$ cat config.mk
export PLATFORM = sky130hd
export DESIGN_NAME = sfg_top
export DESIGN_NICKNAME = d
export VERILOG_FILES = /design/src/rtl/sfg_pkg.sv /design/src/rtl/sfg_access_gate.sv /design/src/rtl/sfg_size_calc.sv /design/src/rtl/sfg_start_guard.sv /design/src/rtl/sfg_top.sv
export SDC_FILE = /design/constraint.sdc
export NUM_CORES = 1
export LEC_CHECK = 0
export BUFFER_PORTS_ARGS = -buffer_cell sky130_fd_sc_hd__buf_2
export CAP_MARGIN = 5
export CELL_PAD_IN_SITES_DETAIL_PLACEMENT = 0
export CELL_PAD_IN_SITES_GLOBAL_PLACEMENT = 1
export CORE_MARGIN = 4
export CORE_UTILIZATION = 35
export DETAILED_ROUTE_END_ITERATION = 10
export PLACE_DENSITY = 0.9
export SLEW_MARGIN = 10
export SYNTH_ARGS = -nofsm -noshare
export SYNTH_HDL_FRONTEND = slang
export SYNTH_SLANG_ARGS = --single-unit
$ cat constraint.sdc
create_clock -name clk -period 7.4 [get_ports clk]
set_clock_uncertainty 0.2 [all_clocks]
set_input_delay 0.74 -clock clk [delete_from_list [all_inputs] [get_ports clk]]
set_output_delay 0.74 -clock clk [all_outputs]
set_load 0.01 [all_outputs]
$ cat src/rtl/sfg_pkg.sv
package sfg_pkg;
    typedef enum logic {
        RST_CTRL = 1'b0,
        RST_FUNC = 1'b1
    } rst_kind_e;
endpackage

$ cat src/rtl/sfg_access_gate.sv
module sfg_access_gate #(
    parameter int ADDR_W  = 12,
    parameter int DATA_W  = 32,
    parameter int STS_OFF = 'h1C
) (
    input  logic              is_vf,
    input  logic              online,
    input  logic              acc_valid,
    input  logic              acc_write,
    input  logic [ADDR_W-1:0] acc_addr,
    input  logic [DATA_W-1:0] acc_wdata,
    input  logic [DATA_W-1:0] rf_rdata,
    output logic              rf_valid,
    output logic              rf_write,
    output logic [ADDR_W-1:0] rf_addr,
    output logic [DATA_W-1:0] rf_wdata,
    output logic [DATA_W-1:0] host_rdata
);
    localparam logic [ADDR_W-1:0] STS_A = ADDR_W'(STS_OFF);

    logic is_sts;
    logic fenced;
    logic blocked;

    always_comb begin
        is_sts     = (acc_addr == STS_A);
        fenced     = is_vf && !online;
        blocked    = fenced && !is_sts;
        rf_valid   = acc_valid && !blocked;
        rf_write   = acc_write;
        rf_addr    = acc_addr;
        rf_wdata   = acc_wdata;
        host_rdata = blocked ? '0 : rf_rdata;
    end
endmodule

$ cat src/rtl/sfg_size_calc.sv
module sfg_size_calc #(
    parameter int CNT_W = 16,
    parameter int SZ_W  = CNT_W + 1
) (
    input  logic             is_vf,
    input  logic [CNT_W-1:0] vf_q_cnt,
    input  logic [CNT_W-1:0] vf_irq_cnt,
    input  logic [CNT_W-1:0] pf_q_priv,
    input  logic [CNT_W-1:0] pf_irq_priv,
    input  logic [CNT_W-1:0] pf_q_flex,
    input  logic [CNT_W-1:0] pf_irq_flex,
    output logic [SZ_W-1:0]  ioqp_new,
    output logic [SZ_W-1:0]  msix_new
);
    logic [SZ_W-1:0] vf_q_ext;
    logic [SZ_W-1:0] vf_i_ext;
    logic [SZ_W-1:0] pf_q_sum;
    logic [SZ_W-1:0] pf_i_sum;

    always_comb begin
        vf_q_ext = SZ_W'(vf_q_cnt);
        vf_i_ext = SZ_W'(vf_irq_cnt);
        pf_q_sum = SZ_W'(pf_q_priv) + SZ_W'(pf_q_flex);
        pf_i_sum = SZ_W'(pf_irq_priv) + SZ_W'(pf_irq_flex);
        if (is_vf) begin
            ioqp_new = (vf_q_ext == '0) ? '0 : vf_q_ext - 1'b1;
            msix_new = (vf_i_ext == '0) ? SZ_W'(1) : vf_i_ext;
        end else begin
            ioqp_new = (pf_q_sum == '0) ? '0 : pf_q_sum - 1'b1;
            msix_new = pf_i_sum;
        end
    end
endmodule

$ cat src/rtl/sfg_start_guard.sv
module sfg_start_guard (
    input  logic is_vf,
    input  logic online,
    input  logic enable_req,
    output logic start_ok,
    output logic start_bad
);
    logic fenced;

    always_comb begin
        fenced    = is_vf && !online;
        start_ok  = enable_req && !fenced;
        start_bad = enable_req && fenced;
    end
endmodule

$ cat src/rtl/sfg_top.sv
module sfg_top #(
    parameter int ADDR_W    = 12,
    parameter int DATA_W    = 32,
    parameter int CNT_W     = 16,
    parameter int STS_OFF   = 'h1C,
    parameter int FATAL_BIT = 1
) (
    input  logic              clk,
    input  logic              rst_n,
    input  logic              is_vf,
    input  logic              online,
    input  logic              acc_valid,
    input  logic              acc_write,
    input  logic [ADDR_W-1:0] acc_addr,
    input  logic [DATA_W-1:0] acc_wdata,
    output logic [DATA_W-1:0] host_rdata,
    output logic              rf_valid,
    output logic              rf_write,
    output logic [ADDR_W-1:0] rf_addr,
    output logic [DATA_W-1:0] rf_wdata,
    input  logic [DATA_W-1:0] rf_rdata,
    input  logic              enable_req,
    output logic              enable_go,
    output logic              enable_fail,
    input  logic              reset_req,
    input  logic              reset_kind,
    input  logic [CNT_W-1:0]  vf_q_cnt,
    input  logic [CNT_W-1:0]  vf_irq_cnt,
    input  logic [CNT_W-1:0]  pf_q_priv,
    input  logic [CNT_W-1:0]  pf_irq_priv,
    input  logic [CNT_W-1:0]  pf_q_flex_pend,
    input  logic [CNT_W-1:0]  pf_irq_flex_pend,
    output logic [CNT_W-1:0]  pf_q_flex_act,
    output logic [CNT_W-1:0]  pf_irq_flex_act,
    output logic [CNT_W:0]    act_ioqp,
    output logic [CNT_W:0]    act_msix,
    output logic [CNT_W:0]    msix_ts,
    output logic              csts_load,
    output logic [DATA_W-1:0] csts_value
);
    import sfg_pkg::*;

    localparam int SZ_W = CNT_W + 1;
    localparam logic [ADDR_W-1:0] STS_A = ADDR_W'(STS_OFF);

    typedef struct packed {
        logic [SZ_W-1:0]   ioqp;
        logic [SZ_W-1:0]   msix;
        logic [SZ_W-1:0]   ts;
        logic              ts_pend;
        logic [CNT_W-1:0]  qflex;
        logic [CNT_W-1:0]  iflex;
        logic              cs_ld;
        logic [DATA_W-1:0] cs_val;
        logic              go;
        logic              fail;
    } st_t;

    st_t st_d, st_q;

    logic [SZ_W-1:0] ioqp_new;
    logic [SZ_W-1:0] msix_new;
    logic            start_ok;
    logic            start_bad;
    rst_kind_e       kind;

    sfg_access_gate #(
        .ADDR_W (ADDR_W),
        .DATA_W (DATA_W),
        .STS_OFF(STS_OFF)
    ) u_gate (
        .is_vf     (is_vf),
        .online    (online),
        .acc_valid (acc_valid),
        .acc_write (acc_write),
        .acc_addr  (acc_addr),
        .acc_wdata (acc_wdata),
        .rf_rdata  (rf_rdata),
        .rf_valid  (rf_valid),
        .rf_write  (rf_write),
        .rf_addr   (rf_addr),
        .rf_wdata  (rf_wdata),
        .host_rdata(host_rdata)
    );

    sfg_size_calc #(
        .CNT_W(CNT_W),
        .SZ_W (SZ_W)
    ) u_size (
        .is_vf      (is_vf),
        .vf_q_cnt   (vf_q_cnt),
        .vf_irq_cnt (vf_irq_cnt),
        .pf_q_priv  (pf_q_priv),
        .pf_irq_priv(pf_irq_priv),
        .pf_q_flex  (pf_q_flex_pend),
        .pf_irq_flex(pf_irq_flex_pend),
        .ioqp_new   (ioqp_new),
        .msix_new   (msix_new)
    );

    sfg_start_guard u_guard (
        .is_vf     (is_vf),
        .online    (online),
        .enable_req(enable_req),
        .start_ok  (start_ok),
        .start_bad (start_bad)
    );

    always_comb begin
        kind          = rst_kind_e'(reset_kind);
        st_d          = st_q;
        st_d.cs_ld    = 1'b0;
        st_d.ts_pend  = 1'b0;
        st_d.go       = start_ok;
        st_d.fail     = start_bad;
        if (st_q.ts_pend) begin
            st_d.ts = (st_q.msix == '0) ? '0 : st_q.msix - 1'b1;
        end
        if (reset_req) begin
            st_d.cs_ld  = 1'b1;
            st_d.cs_val = '0;
            st_d.cs_val[FATAL_BIT] = is_vf && !online;
            if (kind == RST_FUNC) begin
                st_d.ioqp    = ioqp_new;
                st_d.msix    = msix_new;
                st_d.ts_pend = 1'b1;
                if (!is_vf) begin
                    st_d.qflex = pf_q_flex_pend;
                    st_d.iflex = pf_irq_flex_pend;
                end
            end
        end
    end

    always_ff @(posedge clk or negedge rst_n) begin
        if (!rst_n) begin
            st_q.ioqp    <= '0;
            st_q.msix    <= SZ_W'(1);
            st_q.ts      <= '0;
            st_q.ts_pend <= 1'b0;
            st_q.qflex   <= '0;
            st_q.iflex   <= '0;
            st_q.cs_ld   <= 1'b0;
            st_q.cs_val  <= '0;
            st_q.go      <= 1'b0;
            st_q.fail    <= 1'b0;
        end else begin
            st_q <= st_d;
        end
    end

    assign act_ioqp        = st_q.ioqp;
    assign act_msix        = st_q.msix;
    assign msix_ts         = st_q.ts;
    assign pf_q_flex_act   = st_q.qflex;
    assign pf_irq_flex_act = st_q.iflex;
    assign csts_load       = st_q.cs_ld;
    assign csts_value      = st_q.cs_val;
    assign enable_go       = st_q.go;
    assign enable_fail     = st_q.fail;

    p_offline_read_zero_r1: assert property (@(posedge clk) disable iff (!rst_n)
        (acc_valid && !acc_write && is_vf && !online && acc_addr != STS_A)
        |-> (host_rdata == '0 && !rf_valid));

    p_offline_write_drop_r2: assert property (@(posedge clk) disable iff (!rst_n)
        (acc_valid && acc_write && is_vf && !online && acc_addr != STS_A)
        |-> !rf_valid);

    p_status_passes_r3: assert property (@(posedge clk) disable iff (!rst_n)
        (acc_valid && acc_addr == STS_A) |-> (rf_valid && rf_addr == acc_addr));

    p_start_exclusive_r4: assert property (@(posedge clk) disable iff (!rst_n)
        !(enable_go && enable_fail));

    p_fail_when_fenced_r4: assert property (@(posedge clk) disable iff (!rst_n)
        (enable_req && is_vf && !online) |=> (enable_fail && !enable_go));

    p_csts_strobe_r5: assert property (@(posedge clk) disable iff (!rst_n)
        reset_req |=> csts_load);

    p_vf_msix_floor_r7: assert property (@(posedge clk) disable iff (!rst_n)
        (reset_req && reset_kind && is_vf) |=> (act_msix != '0));

    p_ctrl_rst_keeps_r9: assert property (@(posedge clk) disable iff (!rst_n)
        (reset_req && !reset_kind) |=> ($stable(act_ioqp) && $stable(act_msix)));

    p_ts_follows_r10: assert property (@(posedge clk) disable iff (!rst_n)
        (reset_req && reset_kind && is_vf && vf_irq_cnt != '0) |=> ##1
        (msix_ts == $past(act_msix) - 1'b1));
endmodule

* Word level (Yosys, flattened, before mapping)
Cells that the tools add are included.
Storage, ports and cells: logic and storage cells 42, output and inout port bits 196, flip-flop bits (word level) 88, input bits 181
Operators by class: equality and inequality tests 1, add/sub/neg operators 5, reductions and logical operators 15, bitwise operators 1, multiplexer cells 10
Operator list (number):
- $mux 17 | 5
- $mux 66 | 1
- $mux 32 | 2
- $add 16x16->17 | 2
- $logic_not 17->1 | 2
- $sub 17x1->17 const B | 2
- $mux 33 | 1
- $logic_not 16->1 | 2
- $sub 16x1->17 const B | 1
- $mux 16 | 1
- $eq 12x5->1 const B | 1
- $logic_and 1x1->1 | 5
- $logic_not 1->1 | 4
- $reduce_and 3->1 | 1
- $reduce_and 2->1 | 1
- $not 1->1 | 1

* Longest topological paths before layout
depth after elaboration 5, gate-level depth with buffers 11, mapped depth without buffers 11

* Hierarchy
Synthesis repeated with hierarchy kept, for this count alone.
Unflattened totals: cells, all modules 848, area, all modules 7896.3 µm²
By module, submodules not included:
- sfg_top | instances 1, area an instance 4431.8 µm², cells an instance 371, sequential area each 2203.4 µm²
- sfg_size_calc | instances 1, area an instance 2800.2 µm², cells an instance 388, sequential area each 0.0 µm²
- sfg_access_gate | instances 1, area an instance 646.9 µm², cells an instance 86, sequential area each 0.0 µm²
- sfg_start_guard | instances 1, area an instance 17.5 µm², cells an instance 3, sequential area each 0.0 µm²

* Worst setup path after synthesis
Ideal clock, no wire load.
kind input to register, start input pf_q_priv[0], end register st_q (netlist bit act_ioqp[10]), path slack 3.521 ns, arrival time 3.535 ns, path buffers 1, library setup time 0.144 ns, stages 11, data required time 7.056 ns, path through ha_1 > fa_1 > a211oi_2 > o21ai_2 > a311o_1 > a21o_1 > a21o_1 > or3_4 > o41ai_4 > buf_6 > o221ai_2
On the way: longest elaborated chain between the ends 4, elaborated cells between the ends (all ways) 5, those cells by class add/sub: 2; mux: 2; reduce/logical: 1
Ends and longest elaborated chain:
- from (decl) | line sfg_top.sv:29 | input logic [CNT_W-1:0] pf_q_priv,
- $add 16x16->17 (*) | line sfg_size_calc.sv:23 | pf_q_sum = SZ_W'(pf_q_priv) + SZ_W'(pf_q_flex);
- $sub 17x1->17 or $logic_not 17->1 (tied branches) | line sfg_size_calc.sv:29 | ioqp_new = (pf_q_sum == '0) ? '0 : pf_q_sum - 1'b1;
- $mux 17 (*) | line sfg_size_calc.sv:29
- $mux 17 (*) | line sfg_size_calc.sv:25 | if (is_vf) begin
- to (signal assigned) | line sfg_top.sv:148 | st_q <= st_d;
- to (decl) | line sfg_top.sv:59 | st_t st_d, st_q;
Every way passes the cells marked *; elsewhere a longest branch is shown, timed or not. A chain may end at the register's enable or synchronous reset.

* Final worst setup path
start input pf_q_priv[0], end register st_q (netlist bit act_ioqp[7])
The elaborated chain is that of the path after synthesis.

==> metrics.txt <==
final setup fails 0; Hold Crit Class in -> async; Pleak 4.14 nW; crit-path cells buf_2 -> ha_1 -> fa_1 -> a211oi_2 -> or4b_1 -> nand3_2 -> nor4_4 -> o2111ai_2 -> or2_1 -> o41ai_4 -> o221ai_1; final WL 22300 um; EDFF count, synth 0; post-route setup slack 3.10 ns; post-synth cell types 71; Final Wtd Congestion 0.906; crit path time final 4.30 ns; largest net degree at the start of global routing 58; HPWL after DPL 18200 um; Critical-path top delay cell o41ai_4; Die W 153 um; RSZ-0062 raised after global routing false; Core Region 0.0204 mm2; Pwr Density 205 mW/mm2; Max Fclk 232 MHz; routed vias 6315; clock latency on the worst-skew pair 0.34 ns; maximum root-to-sink buffer count 2; max cap viols 0; drt wl/cell 17.2 um; status completed; Worst path max stage delay 0.93 ns; post-synthesis sequential area ratio 0.300; Vias/cell 4.87; CP endpoint kind flip-flop; I/O pin total 377; drt pass-1 iters 6; synth top area cells dfrtp_1 30%, buf_4 16%, nand2_1 7.9%; Setup CP Type in -> reg; Post-CTS Setup Bufs 0; DIE AREA 0.0234 mm2; Overflow after GRT 0; Fin. Hold Viols 0; CTS resizes 0; Die H 153 um; clock sinks 88; VDD IR-drop max 0.0983 mV; ys flop type dfrtp_1; max-slew violations 0; post-synthesis register bit count 88; YS warnings 0; Synth Instances 882; H-tree Lvls 3; area leader, netlist dfrtp_1; CTS root buf clkbuf_16; part of the cycle the worst path needs 0.582; first-pass GRT wire length 34800 um; pre-CTS setup slack 2.78 ns; CTS buffer count 9; Avg Cell Area, Syn 8.33 um2; Antenna Nets Post-Route 0; cell with the most instances after synthesis buf_4; ys async rst share 1.00; DRC viols 0; NumNets Final 1239; post-synthesis cell area 0.00734 mm2; share of layout cells above drive strength 1 0.324; Tot Pwr 1.69 mW; Area after DPL 0.00793 mm2; setup tns final 0 ns; CTS tree done; hold_buf cts 0; port bufs 279; Yosys top cell area share 0.296; WP data arrival 4.29 ns; WP data required 7.38 ns; synthesis-to-finish area growth 12.3%; vias in the first global route 6350; initial cell density of the core 0.359; GRT Total Usage 0.186; headroom to the max-slew limit 0.324; Rows 52; measured slew at the worst slew-check pin 1.01 ns; initial drt markers 294; post-layout instance area 0.00824 mm2; Critical Path Start Type primary input; critical path peak fanout 14; Commonest cells post-synth 160 x buf_4, 155 x nand2_1, 87 x dfrtp_1, 38 x nor2b_1, 36 x nor2_1; initial antenna violation count 4; Clock Pin Slew Worst Setup and Hold Paths 0.08 ns
worst paths after layout:
| kind | from | end | slack [ns] | cells past startpoint |
|---|---|---|---|---|
| setup reg to reg | act_msix[1] | msix_ts[10] | 4.53 | 10 |
| hold / removal | rst_n | pf_q_flex_act[4] | 0.13 | 1 |
| setup / recovery | pf_q_priv[0] | act_ioqp[7] | 3.10 | 11 |
| min in group clk | pf_irq_flex_act[3] | pf_irq_flex_act[3] | 0.27 | 2 |
| hold reg to reg | pf_irq_flex_act[3] | pf_irq_flex_act[3] | 0.27 | 2 |
| max in group asynchronous | rst_n | act_msix[7] | 5.76 | 2 |
routing by layer:
layer	wire, um	track usage	part of all wire
met5	20	0	0.00090
met4	574	0.0628	0.026
met3	1830	0.0585	0.082
met2	10500	0.302	0.47
met1	9360	0.235	0.42
cell type report:
cell class / count / area, um2
multi-input cells: 606 / 3830
repair buffers: 284 / 1440
clock buffers: 10 / 239
diodes: 1 / 2.50
flip-flops and latches: 88 / 2200
inverters: 32 / 120
clock inverters: 6 / 72.6
fillers: 2145 / 12200
well taps: 270 / 338
layout by cell type (no fill, tap or decap), types with 4 or more instances in the layout:
cell type	instances
buf_2	278
nand2_1	154
dfrtp_1	87
nor2b_1	38
nor2_1	35
ha_1	35
xnor2_1	34
inv_1	31
a21oi_1	31
conb_1	31
nor3_1	25
o21ai_0	21
xor2_1	18
nand3_1	18
o22ai_1	17
nor4_1	14
or3_1	11
mux2i_1	10
clkbuf_16	9
o21ai_1	8
a21o_1	8
o221ai_2	7
nor3b_1	6
buf_4	6
nand2b_1	5
a211oi_1	5
o221ai_1	4
cell families after synthesis:
family,Yosys count,synth area share
AOI/OAI and AO/OA,144,0.144
xor gates and xnor gates,53,0.0642
adders and majority gates,37,0.0651
buffers and inverters,218,0.195
DFF,88,0.300
muxes,10,0.0136
other,1,0.000511
and+or+nand+nor,331,0.217
worst max-delay path, delay by kind of cell:
| kind | cells | cell delay [ns] |
|---|---|---|
| buffers and inverters | 1 | 0.10 |
| and+or+nand+nor | 4 | 1.04 |
| adders and majority gates | 2 | 0.70 |
| AOI/OAI and AO/OA | 4 | 1.71 |
registers in the layout, summed over array words and instances (netlist names):
signal	cells
act_ioqp	17
act_msix	17
msix_ts	17
pf_irq_flex_act	16
pf_q_flex_act	16
csts_load	1
csts_value	1
enable_fail	1
enable_go	1
st_q	1
metrics by stage:
| step | instances | hold slack (ns) | util |
|---|---|---|---|
| 6_report | 1297 | 0.130 | 0.403 |
| 5_1_grt | 1297 | 0.151 | 0.403 |
| 4_1_cts | 1296 | 0.135 | 0.403 |
| 3_5_place_dp | 1280 | 0.257 | 0.388 |
| 3_3_place_gp | 1280 | 0.252 | 0.388 |
| 2_1_floorplan | 912 | 0.244 | - |
where the power goes:
group          internal, mW  switching (mW)  total (mW)  leakage (nW)
Clock                 0.276           0.211       0.487         0.150
Sequential            0.564          0.0612       0.625          1.10
Combinational         0.243           0.333       0.577          2.89
Total                  1.08           0.605        1.69          4.14
Note: power is estimated with default switching activity, not from simulation.
